--- config.mk ---
export PLATFORM = sky130hd
export DESIGN_NAME = pdm_serial_dac
export DESIGN_NICKNAME = d
export VERILOG_FILES = /design/src/rtl/pdm_dac_pkg.sv /design/src/rtl/pdm_dac_ctrl.sv /design/src/rtl/pdm_dac_datapath.sv /design/src/rtl/pdm_serial_dac.sv
export SDC_FILE = /design/constraint.sdc
export NUM_CORES = 1
export LEC_CHECK = 0
export BUFFER_PORTS_ARGS = -buffer_cell sky130_fd_sc_hd__buf_2
export CORE_ASPECT_RATIO = 2
export CORE_MARGIN = 5
export CORE_UTILIZATION = 30
export DETAILED_ROUTE_END_ITERATION = 12
export GPL_ROUTABILITY_DRIVEN = 1
export SYNTH_ARGS = -nofsm -noshare
export SYNTH_HDL_FRONTEND = slang
export SYNTH_SLANG_ARGS = --single-unit
export TNS_END_PERCENT = 20
--- constraint.sdc ---
create_clock -name clk -period 1.9 [get_ports clk]
set_input_delay 0.095 -clock clk [delete_from_list [all_inputs] [get_ports clk]]
set_output_delay 0.095 -clock clk [all_outputs]
set_load 0.01 [all_outputs]
--- src/rtl/pdm_dac_pkg.sv ---
package pdm_dac_pkg;
  // Strobes sent from the control to the datapath
  typedef struct packed {
    logic pollPins;  // once per frame: sample the serial wires
    logic modTick;   // twice per frame: advance the modulator
  } dacStrobes_t;
endpackage

--- src/rtl/pdm_dac_ctrl.sv ---
module pdm_dac_ctrl
  import pdm_dac_pkg::*;
#(
  parameter int TICK_DIV = 13
) (
  input  logic        clk,
  input  logic        rstN,
  output dacStrobes_t strobes
);
  localparam int FRAME_LEN = 2 * TICK_DIV;
  localparam int CNT_W     = $clog2(FRAME_LEN);

  logic [CNT_W-1:0] frameCnt;

  always_ff @(posedge clk or negedge rstN) begin
    if (!rstN)                                   frameCnt <= '0;
    else if (frameCnt == CNT_W'(FRAME_LEN - 1))  frameCnt <= '0;
    else                                         frameCnt <= frameCnt + 1'b1;
  end

  always_comb begin
    strobes.pollPins = (frameCnt == '0);
    strobes.modTick  = (frameCnt == '0) || (frameCnt == CNT_W'(TICK_DIV));
  end


  frame_range_chk: assert property (@(posedge clk) disable iff (!rstN)
    frameCnt < CNT_W'(FRAME_LEN));


  poll_spacing_chk: assert property (@(posedge clk) disable iff (!rstN)
    strobes.pollPins |=> !strobes.pollPins);
endmodule

--- src/rtl/pdm_dac_datapath.sv ---
module pdm_dac_datapath
  import pdm_dac_pkg::*;
#(
  parameter int LEVEL_W           = 8,
  parameter int SYNC_STAGES       = 2,
  parameter bit LATCH_ACTIVE_HIGH = 1'b1
) (
  input  logic        clk,
  input  logic        rstN,
  input  dacStrobes_t strobes,
  input  logic        serClk,
  input  logic        serData,
  input  logic        serLatch,
  output logic        pdmOut
);
  localparam int PIN_N   = 3;
  localparam int PIN_CLK = 0;
  localparam int PIN_DAT = 1;
  localparam int PIN_LAT = 2;

  logic [PIN_N-1:0] pinRaw;
  logic [PIN_N-1:0] syncChain [SYNC_STAGES];
  logic [PIN_N-1:0] pinSync;
  logic [PIN_N-1:0] polled;
  logic [PIN_N-1:0] pinRise;

  logic [LEVEL_W-1:0] shiftReg;
  logic [LEVEL_W-1:0] levelReg;
  logic [LEVEL_W-1:0] accum;
  logic [LEVEL_W:0]   accSum;

  // Normalise the latch polarity so that 1 always means "latch"
  assign pinRaw[PIN_CLK] = serClk;
  assign pinRaw[PIN_DAT] = serData;
  assign pinRaw[PIN_LAT] = LATCH_ACTIVE_HIGH ? serLatch : ~serLatch;

  generate
    for (genvar s = 0; s < SYNC_STAGES; s++) begin : g_sync
      always_ff @(posedge clk or negedge rstN) begin
        if (!rstN)       syncChain[s] <= '0;
        else if (s == 0) syncChain[s] <= pinRaw;
        else             syncChain[s] <= syncChain[(s > 0) ? s - 1 : 0];
      end
    end
  endgenerate

  assign pinSync = syncChain[SYNC_STAGES-1];
  assign pinRise = strobes.pollPins ? (pinSync & ~polled) : '0;

  // Poll the wires once per frame; edges are relative to the last poll
  always_ff @(posedge clk or negedge rstN) begin
    if (!rstN)                 polled <= '0;
    else if (strobes.pollPins) polled <= pinSync;
  end

  always_ff @(posedge clk or negedge rstN) begin
    if (!rstN)                 shiftReg <= '0;
    else if (pinRise[PIN_CLK]) shiftReg <= {shiftReg[LEVEL_W-2:0], pinSync[PIN_DAT]};
  end

  always_ff @(posedge clk or negedge rstN) begin
    if (!rstN)                 levelReg <= '0;
    else if (pinRise[PIN_LAT]) levelReg <= shiftReg;
  end

  // First-order modulator: the carry out of the accumulator is the output bit
  assign accSum = {1'b0, accum} + {1'b0, levelReg};

  always_ff @(posedge clk or negedge rstN) begin
    if (!rstN) begin
      accum  <= '0;
      pdmOut <= 1'b0;
    end else if (strobes.modTick) begin
      accum  <= accSum[LEVEL_W-1:0];
      pdmOut <= accSum[LEVEL_W];
    end
  end


  out_on_tick_chk: assert property (@(posedge clk) disable iff (!rstN)
    !$stable(pdmOut) |-> $past(strobes.modTick));


  zero_level_low_chk: assert property (@(posedge clk) disable iff (!rstN)
    (strobes.modTick && levelReg == '0) |=> !pdmOut);


  level_on_poll_chk: assert property (@(posedge clk) disable iff (!rstN)
    !$stable(levelReg) |-> $past(strobes.pollPins));


  shift_on_poll_chk: assert property (@(posedge clk) disable iff (!rstN)
    !$stable(shiftReg) |-> $past(strobes.pollPins));
endmodule

--- src/rtl/pdm_serial_dac.sv ---
module pdm_serial_dac
  import pdm_dac_pkg::*;
#(
  parameter int LEVEL_W           = 8,
  parameter int TICK_DIV          = 13,
  parameter int SYNC_STAGES       = 2,
  parameter bit LATCH_ACTIVE_HIGH = 1'b1
) (
  input  logic clk,
  input  logic rstN,
  input  logic serClk,
  input  logic serData,
  input  logic serLatch,
  output logic pdmOut
);
  dacStrobes_t strobes;

  pdm_dac_ctrl #(.TICK_DIV(TICK_DIV)) i_ctrl (
    .clk(clk), .rstN(rstN), .strobes(strobes)
  );

  pdm_dac_datapath #(
    .LEVEL_W(LEVEL_W), .SYNC_STAGES(SYNC_STAGES),
    .LATCH_ACTIVE_HIGH(LATCH_ACTIVE_HIGH)
  ) i_datapath (
    .clk(clk), .rstN(rstN), .strobes(strobes),
    .serClk(serClk), .serData(serData), .serLatch(serLatch),
    .pdmOut(pdmOut)
  );


  reset_low_chk: assert property (@(posedge clk) $rose(rstN) |-> !pdmOut);
endmodule

==> results of run 1 <==
[cell type report]
cell class	count	area share [%]
clock buffer	6	6.69
clock inverter	2	0.603
inverter	7	1.27
multi-input combinational	97	38.8
sequential	38	45.8
tap	61	3.68
timing repair buffer	9	3.14
[sequential cells by signal, summed over array words and instances, names as in the netlist]
signal,count
i_datapath.accum,8
i_datapath.levelReg,8
i_datapath.shiftReg,8
i_ctrl.frameCnt,5
i_datapath.pinSync,3
i_datapath.syncChain,3
i_datapath.polled,2
i_datapath.pdmOut,1
[worst max-delay path by stage]
stage,startpoint,cells past startpoint,end
2_1_floorplan,i_datapath.accum[0],8,i_datapath.accum[6]
3_3_place_gp,i_datapath.levelReg[0],8,i_datapath.pdmOut
3_5_place_dp,i_datapath.accum[0],8,i_datapath.pdmOut
4_1_cts,i_datapath.accum[0],8,i_datapath.pdmOut
5_1_grt,i_datapath.accum[0],8,i_datapath.pdmOut
6_report,i_datapath.accum[0],8,i_datapath.pdmOut
[power by group through the flow]
stage / Clock, mW / Sequential, mW / Combinational, mW
after CTS: 0.852 / 0.824 / 0.0315
after global placement: 0 / 0.838 / 0.0253
final: 0.821 / 0.824 / 0.0296
after floorplan: 0 / 0.838 / 0.00473
after global routing: 0.887 / 0.825 / 0.0359
after detailed placement: 0 / 0.839 / 0.0255
[cell families (layout without fill, tap and decap cells)]
kind of cell,after synthesis,count (layout),synth area share (%)
DFF,38,38,53.9
muxes,20,20,12.7
xor gates and xnor gates,5,5,2.48
and+or+nand+nor,32,32,10.4
buffers and inverters,8,24,1.77
adders and majority gates,12,12,8.94
AOI/OAI and AO/OA,28,28,9.86
[worst max-delay path, stage by stage (launching register included)]
cell	delay [ns]
dfrtp_1	0.34
ha_1	0.21
inv_1	0.07
fa_2	0.37
nor2b_2	0.19
o31ai_4	0.08
a21oi_2	0.16
o21ai_0	0.11
a21oi_1	0.15
[layout by cell type, fill, tap and decap left out, types with 2 or more instances in the layout]
cell type and instances:
clkbuf_16 5, nor2_1 6, buf_2 5, nand3_1 3
a22o_1 2, xor2_1 4, a21oi_1 4, dfrtp_1 38
inv_1 7, o21ai_0 13, nor2b_1 3, nand2_1 13
ha_1 11, mux2_2 18, nand3b_4 2, dlygate4sd3_1 4
[synthesized netlist by cell type, types with 2 or more instances]
master | n | share of area [%]
mux2_2 | 18 | 11
a21oi_1 | 5 | 1.4
nand3_1 | 3 | 0.85
o21ai_0 | 13 | 3.7
nand3b_4 | 2 | 2.3
nand2_1 | 13 | 2.8
xor2_1 | 4 | 2.0
nor2b_1 | 4 | 1.4
a22o_1 | 2 | 0.99
inv_1 | 7 | 1.5
a211oi_1 | 2 | 0.85
dfrtp_1 | 38 | 54
ha_1 | 11 | 7.8
nor2_1 | 6 | 1.3
[routing by layer]
| metal | wire (um) | global-route usage (%) | up-vias |
|---|---|---|---|
| met3 | 64 | 1.99 | 8 |
| li1 | - | - | 531 |
| met1 | 1010 | 8.45 | 530 |
| met2 | 1740 | 16.8 | 11 |
| met5 | 0 | 0 | - |
| met4 | 108 | 4.84 | 0 |
[per-stage QoR]
stage | area [sq um] | utilization [%] | cells | worst slack, ns
3_5_place_dp | 1860 | 32.6 | 208 | 0.0290
2_1_floorplan | 1760 | - | 143 | 0.281
4_1_cts | 2050 | 35.9 | 220 | 0.0111
5_1_grt | 2070 | 36.3 | 220 | 0.0129
6_report | 2070 | 36.3 | 220 | 0.126
3_3_place_gp | 1860 | 32.6 | 208 | 0.0154
[timing repair]
item	in CTS	in global routing
hold endpoints to repair	41	0
gates resized for setup	0	5
setup endpoints to repair	0	4
hold buffers	4	0
==> flow_summary_export.csv, run 1 <==
group,metric,value,unit
worst_setup_path,path_max_fanout,3,
logic_synthesis,synth_area,1760,sq um
logic_synthesis,synthArstFlopShare,100,%
sta,hold_viol_final,0,
sta,tightest_slew,0.831,ns
clock_network,clk_path_buf_depth,2,
worst_hold_path,worstHoldPathCells,0,
floorplan,rows,39,
worst_setup_path,r2r_cells,8,
finish,fillCellCount,560,
finish,n_antenna_cell,0,
status,status,"complete, no violations",
worst_setup_path,arrival,1.97,ns
logic_synthesis,synth_edf_count,0,
sta,grt_setup_unrepaired,"false",
sta,finalSetupViolCount,0,
floorplan,die_x,64.2,um
global_route,grt_pass1_vias,1197,
drt,vias_per_cell,4.91,
global_route,antenna_found_initial,0,
sta,relSlewSlack,44.6,%
pwr,max-vdd-ir-drop,0.724,mV
worst_setup_path,r2r_end,"i_datapath.pdmOut",
drt,firstDrtPassIters,3,
sta,finClkSkew,0.00555,ns
global_route,grt_usage,8.90,%
clock_network,cts_tree,"built",
worst_setup_path,r2r_slack,0.13,ns
finish,seq_area,951,sq um
floorplan,die_area,7610,sq um
finish,layout.nets,175,
worst_hold_path,hp-class,"register to register",
drt,wl_per_cell,13.3,um
drt,drcViolationCount,0,
pwr,switching_share,19.4,%
worst_hold_path,hold-path-endpoint,"i_datapath.pinSync[0]",
global_route,grt_pass1_wl,5330,um
pwr,intPower,1.35,mW
floorplan,start_util,30.9,%
finish,drive_above_1_share,25.8,%
worst_hold_path,min-delay-start,"i_datapath.syncChain[3]",
logic_synthesis,synthFlopType,"dfrtp_1",
sta,fmax,564,MHz
clock_network,cts_setup_buffers,0,
flow_run,maxCapViolations,0,
logic_synthesis,ys_types,29,
logic_synthesis,avgSynthCellArea,12.3,sq um
logic_synthesis,seq_area_frac_synth,53.9,%
pwr,p_leak,1.03,nW
drt,drt-initial-drc-count,7,
sta,worst_hold_slack,0.347,ns
clock_network,clk_latency,0.28,ns
drt,vias,1080,
finish,multi_input_area,805,sq um
sta,fin_crit,1.77,ns
logic_synthesis,ys_warn_count,0,
pwr,p_switching,325,uW
floorplan,ios,6,
pwr,p_per_area,807,nW/um^2
finish,syn2layout_area_growth,17.6,%
clock_network,cts.clk_slew.worst_paths,0.06,ns
pwr,seqPwrFrac,49.2,%
pwr,p_total,1.67,mW
floorplan,die_h,118,um
clock_network,numCtsBuffers,5,
drt,ant_nets,0,
clock_network,clock-sinks,38,
floorplan,coreArea,5710,sq um
logic_synthesis,ys_ff_latch,38,
worst_setup_path,cp.required,2.10,ns
worst_setup_path,cp-start-kind,"register",
sta,period_share,93.3,%
placed_design,port_buffers,5,
sta,setup_tns,0,ns
placed_design,dpl.hpwl,2200,um
worst_setup_path,r2r_start,"i_datapath.accum[0]",
logic_synthesis,synth_nets,160,
global_route,grt_start_max_net_pins,39,
sta,final_max_slew_viol_count,0,
pwr,clock_power_share,49.0,%
worst_setup_path,end_kind,"register",
clock_network,cts.htree.levels,2,
worst_setup_path,worstSetupPathType,"register to register",
global_route,overflow,0,
drt,wl,2930,um
clock_network,ctsRootBufferMaster,"clkbuf_16",
pwr,pwr-share-comb,1.8,%
placed_design,place.gp.congestion,0.749,
logic_synthesis,syn_inst,143,
(Power assumes the default switching activity.)
==> run 2: changes to the inputs <==
--- a/config.mk
+++ b/config.mk
@@ -6,11 +6,14 @@
 export NUM_CORES = 1
 export LEC_CHECK = 0
 export BUFFER_PORTS_ARGS = -buffer_cell sky130_fd_sc_hd__buf_2
+export CELL_PAD_IN_SITES_DETAIL_PLACEMENT = 0
+export CELL_PAD_IN_SITES_GLOBAL_PLACEMENT = 1
 export CORE_ASPECT_RATIO = 2
 export CORE_MARGIN = 5
 export CORE_UTILIZATION = 30
 export DETAILED_ROUTE_END_ITERATION = 12
 export GPL_ROUTABILITY_DRIVEN = 1
+export PLACE_DENSITY_LB_ADDON = 0.1
 export SYNTH_ARGS = -nofsm -noshare
 export SYNTH_HDL_FRONTEND = slang
 export SYNTH_SLANG_ARGS = --single-unit
==> run 2 against run 1 <==
  * Final cell count increased by 1.4%
  * Clock power decreased by 0.6%
  * Count of clock-buffer cells in the layout decreased by 1
  * Die area unchanged
  * Core utilization increased by 0.31 points
  * Routed wire length increased by 8.9%
  * Combinational power increased by 3%
==> flow_summary_export.csv, run 2 (synthesis gave the netlist of run 1 again) <==
group,metric,value,unit
sta,tightest_slew,0.878,ns
clock_network,cts.htree.levels,2,
drt,wl,3190,um
pwr,p_per_area,798,nW/um^2
worst_setup_path,cp-start-kind,"register",
worst_setup_path,path_max_fanout,3,
global_route,grt_usage,9.67,%
sta,finClkSkew,0.00276,ns
worst_setup_path,crit_slowest_cell,"dfrtp_1",
worst_setup_path,endpoint,"i_datapath.accum[5]",
pwr,seqPwrFrac,49.3,%
global_route,antenna_found_initial,0,
finish,drive_above_1_share,26.5,%
placed_design,place.gp.congestion,0.740,
clock_network,clk_latency,0.28,ns
worst_setup_path,r2r_start,"i_datapath.accum[1]",
worst_setup_path,r2r_slack,0.10,ns
worst_setup_path,cp.required,2.05,ns
finish,final_common_cell,"dfrtp_1",
drt,drcViolationCount,0,
global_route,grt_pass1_wl,5590,um
sta,fmax,556,MHz
floorplan,die_h,118,um
drt,vias,1081,
flow_run,maxCapViolations,0,
floorplan,die_x,64.2,um
drt,vias_per_cell,4.85,
drt,firstDrtPassIters,2,
floorplan,die_area,7610,sq um
sta,period_share,94.7,%
clock_network,clk_path_buf_depth,2,
sta,finalSetupViolCount,0,
worst_setup_path,worstSetupPathType,"register to register",
placed_design,placed_area,1880,sq um
floorplan,rows,39,
pwr,clock_power_share,48.8,%
worst_setup_path,cp_num_cells,7,
floorplan,start_util,30.9,%
sta,final_max_slew_viol_count,0,
placed_design,port_buffers,5,
sta,relSlewSlack,41.5,%
worst_setup_path,crit_family,"compound AO/OA/AOI/OAI gates",
pwr,p_leak,1.04,nW
worst_setup_path,r2r_end,"i_datapath.accum[5]",
finish,syn2layout_area_growth,18.6,%
sta,hold_viol_final,0,
clock_network,ctsRootBufferMaster,"clkbuf_16",
pwr,max-vdd-ir-drop,0.592,mV
global_route,grt_start_max_net_pins,39,
placed_design,dp_worst_setup_slack,0.0182,ns
drt,wl_per_cell,14.3,um
worst_setup_path,crit_buf_inv,1,
worst_setup_path,cp_slowest_stage_delay,0.40,ns
finish,n_antenna_cell,0,
global_route,grt_pass1_vias,1126,
sta,fin_crit,1.80,ns
clock_network,cts.clk_slew.worst_paths,0.06,ns
finish,layout.nets,178,
finish,final_cell_mix,"dfrtp_1 (38), mux2_2 (18), nand2_1 (13), o21ai_0 (13), ha_1 (11)",
clock_network,cts_tree,"built",
drt,ant_nets,0,
clock_network,clock-sinks,38,
sta,layout_setup_ws,0.101,ns
floorplan,ios,6,
worst_setup_path,arrival,1.95,ns
worst_setup_path,startpoint,"i_datapath.accum[1]",
pwr,p_switching,353,uW
worst_setup_path,r2r_cells,7,
global_route,overflow,0,
sta,worst_hold_slack,0.352,ns
worst_setup_path,path_cells,"ha_1, a211oi_1, buf_4, o21ai_0, a21oi_1, xor2_1, o21ai_0",
finish,biggestRegsByFlops,"i_datapath.accum: 8 flops, i_datapath.levelReg: 8 flops, i_datapath.shiftReg: 8 flops",
floorplan,coreArea,5710,sq um
pwr,pwr-share-comb,1.8,%
finish,design_area,2090,sq um
status,status,"complete, no violations",
pwr,intPower,1.32,mW
placed_design,dpl.hpwl,2280,um
clock_network,numCtsBuffers,5,
worst_hold_path,hp-class,"register to register",
pwr,switching_share,21.2,%
worst_setup_path,end_kind,"register",
clock_network,cts_setup_buffers,0,
worst_setup_path,crit_top_cell,"o21ai_0",
drt,drt-initial-drc-count,46,
## run 2: cell count changes in the layout (fill, tap and decap cells not counted)
cell      change
nor2b_2       -1
a211oi_1      +1
nor2b_4       +1
clkinv_4      +1
a211oi_2      -1
buf_4         +3
clkbuf_8      -1
## run 2: power groups by stage
stage | clock, mW | combinational (mW) | sequential [mW]
floorplan | 0 | 0.00473 | 0.838
detailed placement | 0 | 0.0262 | 0.839
CTS | 0.854 | 0.0324 | 0.824
global route | 0.892 | 0.0362 | 0.824
global placement | 0 | 0.0253 | 0.838
finish | 0.816 | 0.0305 | 0.824
## run 2: worst min-delay path by stage
stage                                       start                       to  slack (ns)  depth (start not counted)
after floorplan                              rstN       i_ctrl.frameCnt[0]       -0.20                          0
after global placement                     serClk  i_datapath.syncChain[3]        0.21                          1
after detailed placement                   serClk  i_datapath.syncChain[3]        0.20                          1
after CTS                 i_datapath.syncChain[3]    i_datapath.pinSync[0]        0.36                          0
after global routing      i_datapath.syncChain[3]    i_datapath.pinSync[0]        0.37                          0
final                     i_datapath.syncChain[5]    i_datapath.pinSync[2]        0.35                          0
## run 2: layout make-up
cell class	count	area, sq um
Clock inverter	3	21.3
Tap cell	61	76.3
Fill cell	563	3620
Sequential cell	38	951
Inverter	7	26.3
Timing Repair Buffer	12	87.6
Multi-Input combinational cell	97	805
Clock buffer	5	125
## run 2: repair_timing
item / CTS / global route
hold buffers: 4 / 0
endpoints found under the hold margin: 41 / 0
endpoints found under the setup margin: 0 / 2
gates resized for setup: 0 / 5
## run 2: per-layer routing
layer | global-route usage, % | wire length (um)
met1 | 9.86 | 1210
met2 | 16.9 | 1830
met3 | 2.56 | 53
met4 | 5.99 | 100
met5 | 0 | 0
## run 2: metrics by stage
step / util, % / setup TNS (ns) / power (mW) / cells
final: 36.6 / 0 / 1.67 / 223
after CTS: 36.2 / 0 / 1.71 / 223
after detailed placement: 33.0 / 0 / 0.865 / 211
after global routing: 36.6 / -0.0110 / 1.75 / 223
after floorplan: - / 0 / 0.842 / 143
after global placement: 33.0 / 0 / 0.863 / 211
## run 2: worst reg2reg max path, stage by stage (launching register included)
cell	delay (ns)
dfrtp_1	0.40
ha_1	0.31
a211oi_1	0.24
buf_4	0.15
o21ai_0	0.11
a21oi_1	0.22
xor2_1	0.16
o21ai_0	0.08
